[config.mk]
export PLATFORM = sky130hd
export DESIGN_NAME = ms_countdown_timer
export DESIGN_NICKNAME = d
export VERILOG_FILES = /design/src/rtl/gpt_pkg.sv /design/src/rtl/gpt_ms_prescale.sv /design/src/rtl/gpt_count_core.sv /design/src/rtl/gpt_expiry_flag.sv /design/src/rtl/ms_countdown_timer.sv
export SDC_FILE = /design/constraint.sdc
export NUM_CORES = 1
export LEC_CHECK = 0
export BUFFER_PORTS_ARGS = -buffer_cell sky130_fd_sc_hd__buf_2
export CELL_PAD_IN_SITES_DETAIL_PLACEMENT = 2
export CELL_PAD_IN_SITES_GLOBAL_PLACEMENT = 2
export CORE_MARGIN = 2
export CORE_UTILIZATION = 35
export CTS_CLUSTER_DIAMETER = 30
export DETAILED_ROUTE_END_ITERATION = 8
export PLACE_DENSITY_LB_ADDON = 0.1
export SLEW_MARGIN = 15
export SYNTH_ARGS = -nofsm -noshare
export SYNTH_HDL_FRONTEND = slang
export SYNTH_SLANG_ARGS = --single-unit
export TNS_END_PERCENT = 20
[constraint.sdc]
create_clock -name clk -period 2.5 [get_ports clk]
set_clock_uncertainty 0.2 [all_clocks]
set_input_delay 0.375 -clock clk [delete_from_list [all_inputs] [get_ports clk]]
set_output_delay 0.375 -clock clk [all_outputs]
set_load 0.02 [all_outputs]
[src/rtl/gpt_pkg.sv]
package gpt_pkg;
  typedef enum logic {
    TMR_OFF = 1'b0,
    TMR_RUN = 1'b1
  } tmr_state_e;
endpackage

[src/rtl/gpt_ms_prescale.sv]
module gpt_ms_prescale #(
  parameter int TICK_DIV = 4032
) (
  input  logic clk,
  input  logic rst_n,
  input  logic clr,
  input  logic run,
  output logic tick
);
  localparam int PW = (TICK_DIV > 1) ? $clog2(TICK_DIV) : 1;
  localparam logic [PW-1:0] LAST = PW'(TICK_DIV - 1);

  logic [PW-1:0] phase_q;

  assign tick = run && !clr && (phase_q == LAST);

  always_ff @(posedge clk or negedge rst_n) begin
    if (!rst_n)       phase_q <= '0;
    else if (clr)     phase_q <= '0;
    else if (tick)    phase_q <= '0;
    else if (run)     phase_q <= phase_q + PW'(1);
  end
endmodule

[src/rtl/gpt_count_core.sv]
module gpt_count_core
  import gpt_pkg::*;
#(
  parameter int CNT_W = 8
) (
  input  logic             clk,
  input  logic             rst_n,
  input  logic             wr,
  input  logic [CNT_W-1:0] wr_val,
  input  logic             en,
  input  logic             recycle,
  input  logic             tick,
  output logic             load,
  output logic             run,
  output logic             expire,
  output logic [CNT_W-1:0] count,
  output logic             active
);
  localparam logic [CNT_W-1:0] ONE = CNT_W'(1);

  logic [CNT_W-1:0] preset_q;
  logic [CNT_W-1:0] cnt_q;
  logic             en_q;
  tmr_state_e       state_q;
  logic             en_rise;

  assign en_rise = en && !en_q;
  assign load    = wr || en_rise;
  assign run     = (state_q == TMR_RUN) && en;
  assign expire  = tick && !load && (cnt_q == ONE);
  assign count   = cnt_q;
  assign active  = (state_q == TMR_RUN);

  always_ff @(posedge clk or negedge rst_n) begin
    if (!rst_n) begin
      preset_q <= '0;
      cnt_q    <= '0;
      en_q     <= 1'b0;
      state_q  <= TMR_OFF;
    end else begin
      en_q <= en;
      if (wr) begin
        preset_q <= wr_val;
        cnt_q    <= wr_val;
        state_q  <= (wr_val != '0) ? TMR_RUN : TMR_OFF;
      end else if (en_rise) begin
        cnt_q   <= preset_q;
        state_q <= (preset_q != '0) ? TMR_RUN : TMR_OFF;
      end else if (expire) begin
        if (recycle) begin
          cnt_q <= preset_q;
        end else begin
          cnt_q   <= '0;
          state_q <= TMR_OFF;
        end
      end else if (tick) begin
        cnt_q <= cnt_q - ONE;
      end
    end
  end
endmodule

[src/rtl/gpt_expiry_flag.sv]
module gpt_expiry_flag (
  input  logic clk,
  input  logic rst_n,
  input  logic set,
  input  logic clr,
  output logic flag
);
  always_ff @(posedge clk or negedge rst_n) begin
    if (!rst_n)    flag <= 1'b0;
    else if (set)  flag <= 1'b1;
    else if (clr)  flag <= 1'b0;
  end
endmodule

[src/rtl/ms_countdown_timer.sv]
module ms_countdown_timer #(
  parameter int CNT_W    = 8,
  parameter int TICK_DIV = 4032
) (
  input  logic             clk,
  input  logic             rst_n,
  input  logic             preset_wr,
  input  logic [CNT_W-1:0] preset_val,
  input  logic             tmr_en,
  input  logic             tmr_recycle,
  input  logic             flag_clr,
  output logic [CNT_W-1:0] count_o,
  output logic             active_o,
  output logic             expired_flag_o
);
  logic load_w, run_w, tick_w, expire_w;

  gpt_ms_prescale #(.TICK_DIV(TICK_DIV)) presc_i (
    .clk   (clk),
    .rst_n (rst_n),
    .clr   (load_w),
    .run   (run_w),
    .tick  (tick_w)
  );

  gpt_count_core #(.CNT_W(CNT_W)) core_i (
    .clk     (clk),
    .rst_n   (rst_n),
    .wr      (preset_wr),
    .wr_val  (preset_val),
    .en      (tmr_en),
    .recycle (tmr_recycle),
    .tick    (tick_w),
    .load    (load_w),
    .run     (run_w),
    .expire  (expire_w),
    .count   (count_o),
    .active  (active_o)
  );

  gpt_expiry_flag flag_i (
    .clk   (clk),
    .rst_n (rst_n),
    .set   (expire_w),
    .clr   (flag_clr),
    .flag  (expired_flag_o)
  );
endmodule

* After elaboration in Yosys (flattened, before gate mapping)
Cells that the tools add are included.
** Word-level totals
- Output and inout bits :: 10
- Input port bits :: 14
- Bits in registers :: 31
** Operators by class
- Eq/ne operators :: 3
- Multiplexer cells :: 16
- $add $sub $neg :: 2
- Reductions and logical operators :: 16
** Operators by type and width (number)
- $mux W8 :: 5
- $mux W12 :: 3
- $reduce_bool A8 Y1 :: 2
- $add A12 B1 Y12 const B :: 1
- $eq A12 B12 Y1 const B :: 1
- $eq A8 B1 Y1 const B :: 1
- $mux W1 :: 8
- $sub A8 B1 Y8 const B :: 1
- $logic_and A1 B1 Y1 :: 6
- $reduce_bool A3 Y1 :: 2
- $reduce_bool A4 Y1 :: 1
- $ne A3 B2 Y1 const B :: 1
- $logic_not A1 Y1 :: 2
- $reduce_and A2 Y1 :: 1
- $reduce_bool A2 Y1 :: 1
- $logic_or A1 B1 Y1 :: 1

* Depth between registers and ports, before layout
Gate-level depths: netlist of the first run.
- Depth after elaboration :: 11
- Gate-level depth with buffers :: 8

* Modules after synthesis
A second synthesis of the first run with hierarchy kept.
** Unflattened totals
- Cells, all modules :: 202
- Area, all modules :: 1949.4 um^2
** By module, submodules not included
- gpt_count_core :: instances 1, sequential area each 450.4 um^2, area each 1187.4 um^2, cells an instance 122
- gpt_ms_prescale :: instances 1, sequential area each 300.3 um^2, area each 725.7 um^2, cells an instance 77
- gpt_expiry_flag :: instances 1, sequential area each 25.0 um^2, area each 36.3 um^2, cells an instance 3

* Worst setup path after synthesis of the first run
Ideal clock, no wire load.
- Path type :: register -> register
- From :: reg presc_i.phase_q[0]
- To :: reg core_i.cnt_q[2] (netlist: core_i.count[2])
- Path slack :: 0.270 ns
- Cell stages (with the launch flop) :: 8
- Clock period less this slack :: 2.230 ns
- Arrival time :: 1.901 ns
- Buffers on the path :: 1
- Setup time :: 0.129 ns
- Cell sequence :: dfrtp_1 ha_1 nand4b_1 or4_4 buf_6 o21a_4 a222oi_1 o2bb2ai_1
** Between the ends
- Longest elaborated chain between the ends :: 7
** RTL lines
- start: declaration :: line gpt_ms_prescale.sv:13 : logic [PW-1:0] phase_q;
- start signal: assignment :: line gpt_ms_prescale.sv:21 : else if (run) phase_q <= phase_q + PW'(1);
- $eq A12 B12 Y1 * :: line gpt_ms_prescale.sv:15 : assign tick = run && !clr && (phase_q == LAST);
- $logic_and A1 B1 Y1 * :: line gpt_ms_prescale.sv:15
- $logic_and A1 B1 Y1 (2 in a row) :: line gpt_count_core.sv:30 : assign expire = tick && !load && (cnt_q == ONE);
- $mux W8 :: line gpt_count_core.sv:49 : end else if (expire) begin
- $mux W8 :: line gpt_count_core.sv:46 : end else if (en_rise) begin
- $mux W8 :: line gpt_count_core.sv:42 : if (wr) begin
- end signal: assignment :: line gpt_count_core.sv:44 : cnt_q <= wr_val;
- end signal: assignment :: line gpt_count_core.sv:47 : cnt_q <= preset_q;
- end signal: assignment :: line gpt_count_core.sv:51 : cnt_q <= preset_q;
- end: declaration :: line gpt_count_core.sv:22 : logic [CNT_W-1:0] cnt_q;
Mark *: on every way between the ends. The rest lies on a longest branch, timed or not.
A chain may end at the register's enable or synchronous reset.

* Worst setup path after layout of the first run
Same ends and word-level chain as after synthesis.

==> results of run 1 <==
-- metal layers --
| metal | global-route usage, % | wire length [µm] | vias to the layer above |
|---|---|---|---|
| met5 | 0 | 0 | - |
| met4 | 5.56 | 43 | 0 |
| met3 | 3.73 | 96 | 4 |
| met2 | 38.0 | 2720 | 17 |
| met1 | 24.2 | 2030 | 757 |
| li1 | - | - | 699 |
-- kinds of logic after synthesis --
group	after synthesis
and+or+nand+nor	69
AOI/OAI and AO/OA	42
DFF	31
buffers and inverters	14
xor gates and xnor gates	10
muxes	5
adders and majority gates	3
-- state kept, by name (all words and copies together) (netlist names) --
signal           flops
presc_i.phase_q     12
flag_i.flag          1
core_i.count         8
core_i.preset_q      8
core_i.active        1
core_i.en_q          1
-- power groups by stage --
stage	sequential [mW]	clock [mW]	combinational (mW)
final	0.588	0.513	0.240
after global routing	0.595	0.554	0.266
after CTS	0.588	0.532	0.245
after detailed placement	0.596	0	0.241
after global placement	0.594	0	0.231
after floorplan	0.612	0	0.113
-- cell usage in the layout, fill, tap and decap left out, types with 2 or more instances in the layout --
master / Yosys / routed
dfrtp_1: 31 / 31
buf_2: 2 / 23
nor2_1: 15 / 15
nand2_1: 14 / 14
o21ai_0: 13 / 13
a21oi_1: 11 / 11
inv_1: 8 / 8
nand3_1: 7 / 7
nor4_1: 7 / 7
buf_4: 0 / 7
xnor2_1: 6 / 6
clkbuf_8: 0 / 6
mux2_2: 5 / 5
nor3_1: 5 / 5
a222oi_1: 5 / 5
nand4_1: 4 / 4
xor2_1: 4 / 4
nor2b_1: 3 / 3
a21o_1: 3 / 3
nand2b_1: 3 / 3
or3_1: 3 / 3
nor4b_1: 2 / 2
o31ai_1: 2 / 2
a31oi_1: 2 / 2
ha_1: 3 / 2
-- worst paths after layout --
path                                                   to                           start  slack (ns)
min in group asynchronous  presc_i.phase_q[3]$_DFFE_PN0P_                           rst_n        0.49
setup reg to reg              core_i.count[2]$_DFFE_PN0P_  presc_i.phase_q[0]$_DFFE_PN0P_        0.22
hold reg to reg                   flag_i.flag$_DFFE_PN0P_         flag_i.flag$_DFFE_PN0P_        0.33
setup / recovery              core_i.count[2]$_DFFE_PN0P_  presc_i.phase_q[0]$_DFFE_PN0P_        0.22
hold / removal                      core_i.en_q$_DFF_PN0_                          tmr_en        0.07
max in group asynchronous  presc_i.phase_q[8]$_DFFE_PN0P_                           rst_n        1.13
-- area by class of cell --
class,count,area [µm²]
multi-input cells,129,831
flip-flops and latches,31,776
inverters,8,30.0
repair buffers,31,178
clock buffers,6,82.6
well taps,54,67.6
clock inverters,2,35.0
fillers,515,2660
-- cell usage after synthesis (3+ instances only) --
cell type | n | share of area, %
dfrtp_1 | 31 | 47
nor2_1 | 15 | 3.4
nand2_1 | 14 | 3.2
o21ai_0 | 13 | 3.9
a21oi_1 | 11 | 3.3
inv_1 | 8 | 1.8
nand3_1 | 7 | 2.1
nor4_1 | 7 | 2.6
xnor2_1 | 6 | 3.2
a222oi_1 | 5 | 3.0
mux2_2 | 5 | 3.4
nor3_1 | 5 | 1.5
nand4_1 | 4 | 1.5
xor2_1 | 4 | 2.1
a21o_1 | 3 | 1.4
clkbuf_1 | 3 | 0.68
ha_1 | 3 | 2.3
nand2b_1 | 3 | 1.1
nor2b_1 | 3 | 1.1
or3_1 | 3 | 1.1
-- timing repair --
action / 4_1_cts / 5_1_grt
resized for setup: 0 / 1
endpoints found under the hold margin: 31 / 0
setup endpoints to repair: 0 / 5
hold buffers: 1 / 0
==> metrics.txt, run 1 <==
outcome=finished, final reports clean; core box area=about 0.0047 mm²; post-CTS setup buffer count=0; CP max stage cell=or4_4; cts bufs inserted=5; setup tns final=0 ns; peak supply drop=a little over 0.0003 V; Routed wire per std cell=~19 µm; Min Hold Slack=0.0739 ns; Placer Congestion=~0.77; clk root buf=clkbuf_8; dpl cells=252; number of diodes=0; Place WS=0.115 ns; switching part of the total=28.4%; Post-Synth Adder-Cell Area=2.25%; Mapped Avg Cell Area=between 9 and 10 µm²; Min-Delay Path Class=input port to flip-flop; Synth cell types=37; Period minus WS final=2.28 ns; vias per inst=about 5.7; initial antenna violation count=0; die width=around 73 µm; number of cells on the critical path=6; Non-Filler Instances=261; slowest cell delay on critical path=approximately 0.50 ns; Mapped Nets=between 150 and 200; DP Area=0.00187 mm²; critical path type=flip-flop to flip-flop; post-route ant nets=0; required time at the worst-slack endpoint=about 2.5 ns; Final Setup Violations=0; die height=around 73 µm; Initial Utilization=a little over a third; Syn Inst Count=approximately 170; CP Cell Sequence=ha_2, nand4b_1, or4_4, o21a_4, a222oi_1, o2bb2ai_1; cell area after synthesis=between 0.0015 and 0.002 mm²; total grt overflow=0; post-route design area=~0.002 mm²; number of cells on the worst hold path=1; Syn. warnings=0; worst path bufs/invs=0; critical path arrival=approximately 2.2 ns; Worst Setup Start Kind=flip-flop; total wire length=4.88 mm; Post-DP HPWL=approximately 3.6 mm; FMAX=between 400 and 500 MHz; Crit Path Max Fanout=8; DR iter-0 viols=between 60 and 70; Leakage=roughly 0.84 nW; Synth Area in Compound Gates=between 10% and 20%; Util after Layout=42.9%; main combinational cell family by area after synthesis=simple AND/OR/NAND/NOR gates; Logic pwr share=roughly 18%; Max Cap Violations=0; Final nets=~220; top_reg_cell synth=dfrtp_1; number of enable flip-flop cells after synthesis=0; R2R depth=6; Die Area=roughly 0.0053 mm²; Area Overhead vs Synth=20.0%; power density cells=~670 mW/mm²; period utilization=around nine tenths; Pint=~0.96 mW; vias in the first global route=roughly 1,600; asr flop ratio synth=100%; IO Port Bufs=23; Site Rows=25; H-tree depth=2; Final Hold Vio Count=0; routed vias=approximately 1,500; TritonCTS clock tree=built; #FFs+latches synth=31; Final Slew Violations=0; Max clock buf depth=2; gr usage total=approximately 21%; final setup margin=about 0.22 ns; RSZ-0062 raised after global routing=false; CTS sink cnt=31; drt drc=0; global-route wire length before repair=8.22 mm; CP Capture Type=flip-flop; largest net degree at the start of global routing=32; simple-gate share of the synthesized area=a little over a fifth; Tot Pwr=approximately 1.3 mW; Clock transition at path regs=0.07 ns; Flop pwr share=43.8%; switching power=between 0.3 and 0.4 mW; share of cells above drive strength 1=23.7%; total iterations of the first detailed-routing run=5; Ports=24; xor/xnor cell area share of the yosys netlist=5.26%; sequential element share of the synthesized area=between 40% and 50%; Least-Margin Pin Slew=0.737 ns; mux contribution to synthesized area=under 10%; Crit path max-delay family=compound AO/OA/AOI/OAI gates; slew margin rel.=around half; clock share of power=between 30% and 40%; worst skew pair latency=between 0.2 and 0.3 ns
(Power assumes the default switching activity.)
==> inputs of run 2 (changes only) <==
Settings changed: BUFFER_PORTS_ARGS -buffer_cell sky130_fd_sc_hd__buf_2 to -buffer_cell sky130_fd_sc_hd__buf_4.
Clock period 2.5 ns to 2.3 ns, I/O delays scaled along.
==> run 2 against run 1 <==
  * Wire length rose by 4.6%
  * Register-to-register slack got worse by 0.14 ns
  * Via count hardly changed
  * Maximum frequency rose by 2.8%
  * Critical path type unchanged
==> metrics.txt, run 2 (same netlist as run 1, synthesis figures left out) <==
Non-Filler Instances=264 (+1.1%); number of diodes=0 (unchanged); global-route wire length before repair=8.83 mm (+7.5%); Ports=24 (unchanged); Final nets=226 (+1.3%); total iterations of the first detailed-routing run=4 (-1); Min-Delay Path Class=input port to flip-flop; Final Slew Violations=0 (unchanged); gr usage total=22.0% (+1.4 points); R2R depth=6 (unchanged); Final Hold Vio Count=0 (unchanged); commonest cells after routing, fill and taps aside=buf_4 (33), dfrtp_1 (31), nor2_1 (15); Area Overhead vs Synth=22.6%; drt drc=0 (unchanged); Crit Path Max Fanout=8 (unchanged); Least-Margin Pin Slew=0.654 ns (-0.0834 ns); Die Area=0.00533 mm² (unchanged); vias in the first global route=1,720 (+8.6%); CP Capture Type=flip-flop; Max Cap Violations=0 (unchanged); Initial Utilization=35.8% (unchanged); Worst Setup Start Kind=flip-flop; dpl cells=254 (+0.79%); core box area=0.00466 mm² (unchanged); RSZ-0062 raised after global routing=true; peak supply drop=0.000238 V (-23%); critical path arrival=2.17 ns (-0.07 ns); max FFs per register=12 (unchanged); number of cells on the worst hold path=1 (unchanged); TritonCTS clock tree=built; FF-to-FF setup slack=0.08 ns (-0.14 ns); Site Rows=25 (unchanged); Leakage=0.859 nW (+2.1%); DR iter-0 viols=117 (+89%); vias per inst=5.59 (-1.2%); H-tree depth=2 (unchanged); Clock transition at path regs=0.07 ns (about the same); clk root buf=clkbuf_8; initial antenna violation count=0 (unchanged); required time at the worst-slack endpoint=2.25 ns (-0.21 ns); Placer Congestion=0.762 (-0.52%); Routed wire per std cell=19.3 µm (+3.4%); critical path type=flip-flop to flip-flop; final setup margin=0.0791 ns (-0.138 ns); period utilization=96.6% (+5.2 points); die height=73.0 µm (unchanged); FMAX=450 MHz (+2.8%); Period minus WS final=2.22 ns (-0.0622 ns); power density cells=657 mW/mm² (-2.0%); most common cell after layout, fill and taps aside=buf_4; Post-DP HPWL=3.72 mm (+3.3%); post-route ant nets=0 (unchanged); outcome=finished, final reports clean; Max clock buf depth=2 (unchanged); die width=73.0 µm (unchanged); Top reg by flops=presc_i.phase_q; IO Port Bufs=23 (unchanged); Place WS=-0.0182 ns (-0.133 ns); total grt overflow=0 (unchanged); share of cells above drive strength 1=23.8% (+0.14 points); routed vias=1,476 (-0.068%); total wire length=5.11 mm (+4.6%); largest net degree at the start of global routing=32 (unchanged); slew margin rel.=56.4% (+5.6 points); cts bufs inserted=5 (unchanged); CTS sink cnt=31 (unchanged); worst skew pair latency=0.28 ns (about the same); Final Setup Violations=0 (unchanged)
==> run 2: changes by cell type in the layout (fill, tap and decap cells not counted), sizes merged <==
cell    previous run  this run
buf               30        33
clkbuf             6         7
bufinv             1         0
==> run 2: layout make-up <==
cell class | instances | area, µm²
timing repair buffer | 34 | 258
sequential | 31 | 776
fill | 510 | 2620
multi-input combinational | 129 | 831
clock inverter | 1 | 5.00
clock buffer | 7 | 76.3
tap | 54 | 67.6
inverter | 8 | 30.0
==> run 2: worst paths after layout <==
kind	start	endpoint
hold / removal	tmr_en	core_i.en_q$_DFF_PN0_
setup reg to reg	presc_i.phase_q[1]$_DFFE_PN0P_	core_i.count[6]$_DFFE_PN0P_
hold reg to reg	flag_i.flag$_DFFE_PN0P_	flag_i.flag$_DFFE_PN0P_
min in group asynchronous	rst_n	presc_i.phase_q[4]$_DFFE_PN0P_
max in group asynchronous	rst_n	core_i.count[2]$_DFFE_PN0P_
setup / recovery	presc_i.phase_q[1]$_DFFE_PN0P_	core_i.count[6]$_DFFE_PN0P_
==> run 2: per-stage QoR <==
step / total power [mW] / hold slack (ns) / utilization, % / TNS [ns] / instance area (µm²)
global route: 1.43 / 0.00418 / 43.8 / -0.0257 / 2040
detailed placement: 0.929 / 0.116 / 41.7 / -0.0182 / 1940
global placement: 0.916 / 0.104 / 41.7 / 0 / 1940
floorplan: 0.788 / -0.151 / - / 0 / 1670
CTS: 1.36 / 0.00871 / 43.6 / 0 / 2030
finish: 1.34 / 0.0139 / 43.8 / 0 / 2040
==> run 2: repair_timing <==
item	CTS	global route
pin swaps	2	2
cloned	0	0
endpoints found under the hold margin	31	0
hold buffers	1	0
setup buffers	0	1
resized for setup	0	1
endpoints found under the setup margin	4	7
==> run 2: power breakdown <==
group / switching (mW) / internal [mW] / total [mW] / leakage [nW]
registers: 0.0551 / 0.586 / 0.641 / 0.392
clock network: 0.206 / 0.212 / 0.418 / 0.0422
logic: 0.156 / 0.127 / 0.283 / 0.425
==> run 2: worst max-delay path, stage by stage (launching register included) <==
cell	delay [ns]
dfrtp_1	0.39
ha_2	0.20
nand4b_1	0.11
or4_4	0.50
o21a_4	0.27
a222oi_1	0.31
a21oi_1	0.11
==> run 2: routing by layer <==
metal	vias up	routed length [µm]	GRT usage, %
met2	22	2790	39.7
met1	743	2130	25.5
met5	-	0	0
met3	6	131	4.97
li1	705	-	-
met4	0	53	7.00
==> inputs of run 3 (changes only) <==
--- a/config.mk
+++ b/config.mk
@@ -10,3 +10,3 @@
 export CELL_PAD_IN_SITES_GLOBAL_PLACEMENT = 2
-export CORE_MARGIN = 2
+export CORE_MARGIN = 8
 export CORE_UTILIZATION = 35
==> constraint.sdc (replaced) <==
create_clock -name clk -period 2.3 [get_ports clk]
set_clock_uncertainty 0.2 [all_clocks]
set_input_delay 0.23 -clock clk [delete_from_list [all_inputs] [get_ports clk]]
set_output_delay 0.23 -clock clk [all_outputs]
set_load 0.02 [all_outputs]
==> run 3 against run 2 <==
  * Die area increased by 36%
  * First-iteration DRC count is 44% lower
  * Clock-buffer cell count unchanged
  * Maximum frequency rose by 0.74%
  * Critical endpoint is now core_i.count[2]$_DFFE_PN0P_
  * Largest cell class unchanged
==> metrics.txt, run 3 (same netlist as run 1, synthesis figures left out) <==
outcome=finished, final reports clean; max FFs per register=12 (unchanged); Min-Delay Path Class=input port to flip-flop; Worst Setup Start Kind=flip-flop; Crit Path Max Fanout=8 (unchanged); critical path arrival=2.16 ns (about the same); Final nets=231 (+2.2%); CP Capture Type=flip-flop; DP Area=0.00195 mm² (+0.64%); slew margin rel.=68.2% (+12 points); Die Area=0.00723 mm² (+36%); period utilization=95.9% (-0.71 points); Non-Filler Instances=269 (+1.9%); DR iter-0 viols=66 (-44%); Area Overhead vs Synth=26.9%; total grt overflow=0 (unchanged); TritonCTS clock tree=built; gr usage total=15.5% (-6.5 points); FMAX=454 MHz (+0.74%); die width=85.0 µm (+16%); cts bufs inserted=5 (unchanged); drt drc=0 (unchanged); dpl cells=254 (unchanged); Routed wire per std cell=19.6 µm (+1.2%); total wire length=5.26 mm (+3.1%); global-route wire length before repair=8.96 mm (+1.5%); Initial Utilization=35.8% (unchanged); commonest cells after routing, fill and taps aside=dfrtp_1 (31), buf_4 (31), nor2_1 (15); Final Hold Vio Count=0 (unchanged); Util after Layout=45.4% (+1.5 points); largest net degree at the start of global routing=32 (unchanged); die height=85.0 µm (+16%); Final Setup Violations=0 (unchanged); peak supply drop=0.000352 V (+48%); initial antenna violation count=0 (unchanged); power density cells=639 mW/mm² (-2.8%); post-route design area=0.00211 mm² (+3.5%); Clock transition at path regs=0.07 ns (about the same); H-tree depth=2 (unchanged); vias in the first global route=1,776 (+3.3%); routed vias=1,549 (+4.9%); Site Rows=25 (unchanged); setup tns final=0 ns (unchanged); worst skew pair latency=0.28 ns (about the same); Top reg by flops=presc_i.phase_q; number of diodes=0 (unchanged); post-route ant nets=0 (unchanged); Post-DP HPWL=3.90 mm (+4.9%); share of cells above drive strength 1=23.3% (-0.55 points); Max Cap Violations=0 (unchanged); Max clock buf depth=2 (unchanged); Final Slew Violations=0 (unchanged); Period minus WS final=2.20 ns (-0.0163 ns); RSZ-0062 raised after global routing=true; required time at the worst-slack endpoint=2.26 ns (about the same); critical path type=flip-flop to flip-flop; IO Port Bufs=23 (unchanged); vias per inst=5.76 (+3.0%); core box area=0.00466 mm² (unchanged); total iterations of the first detailed-routing run=4 (unchanged); Placer Congestion=0.828 (+8.7%); Least-Margin Pin Slew=0.473 ns (-0.181 ns); CTS sink cnt=31 (unchanged); clk root buf=clkbuf_8; Tot Pwr=1.35 mW (+0.63%); Ports=24 (unchanged); Leakage=0.885 nW (+3.0%)
==> run 3: path summary, 6_finish.rpt <==
kind | from | to | slack, ns | cells after the start
max reg2reg | presc_i.phase_q[0]$_DFFE_PN0P_ | core_i.count[2]$_DFFE_PN0P_ | 0.1 | 6
max | presc_i.phase_q[0]$_DFFE_PN0P_ | core_i.count[2]$_DFFE_PN0P_ | 0.1 | 6
min | preset_val[5] | core_i.preset_q[5]$_DFFE_PN0P_ | 0.007 | 2
min in group asynchronous | rst_n | presc_i.phase_q[5]$_DFFE_PN0P_ | 0.22 | 2
max in group asynchronous | rst_n | core_i.count[6]$_DFFE_PN0P_ | 1.38 | 2
min reg2reg | flag_i.flag$_DFFE_PN0P_ | flag_i.flag$_DFFE_PN0P_ | 0.33 | 2
==> run 3: per-stage QoR <==
| stage | setup slack [ns] | hold WS, ns |
|---|---|---|
| floorplan | 0.0698 | -0.266 |
| global placement | 0.0946 | -0.00844 |
| detailed placement | 0.00177 | -0.00462 |
| CTS | 0.0933 | 0.00686 |
| global route | -0.0104 | 0.0101 |
| finish | 0.0954 | 0.00734 |
==> run 3: area by class of cell <==
type	count	area (µm²)
timing repair buffer	39	323
clock inverter	1	5.00
clock buffer	7	76.3
multi-input combinational	129	837
inverter	8	30.0
tap	54	67.6
fill	524	2550
sequential	31	776
==> run 3: per-layer routing <==
metal / up-vias / routed length [µm] / GRT usage [%]
li1: 717 / - / -
met1: 800 / 2080 / 16.7
met2: 24 / 2990 / 29.3
met3: 8 / 131 / 2.90
met4: 0 / 70 / 4.69
met5: - / 0 / 0
==> run 3: timing repair <==
action                                  CTS  global route
setup buffers                             0             0
hold endpoints to repair                 37             0
pin swaps                                 1             1
resized for setup                         0             2
endpoints found under the setup margin    2             5
hold buffers                              7             0
==> run 3: power breakdown <==
part	total [mW]	internal [mW]	switching, mW
sequential	0.641	0.586	0.0554
combinational	0.293	0.135	0.158
clock	0.416	0.212	0.204
total	1.35	0.934	0.418
==> run 3: worst max-delay path, stage by stage (launching register included) <==
cell and delay [ns]:
dfrtp_1 0.40, ha_2 0.20, nand4b_1 0.10, or4_4 0.50, o21a_4 0.28, a222oi_1 0.28
o2bb2ai_1 0.12
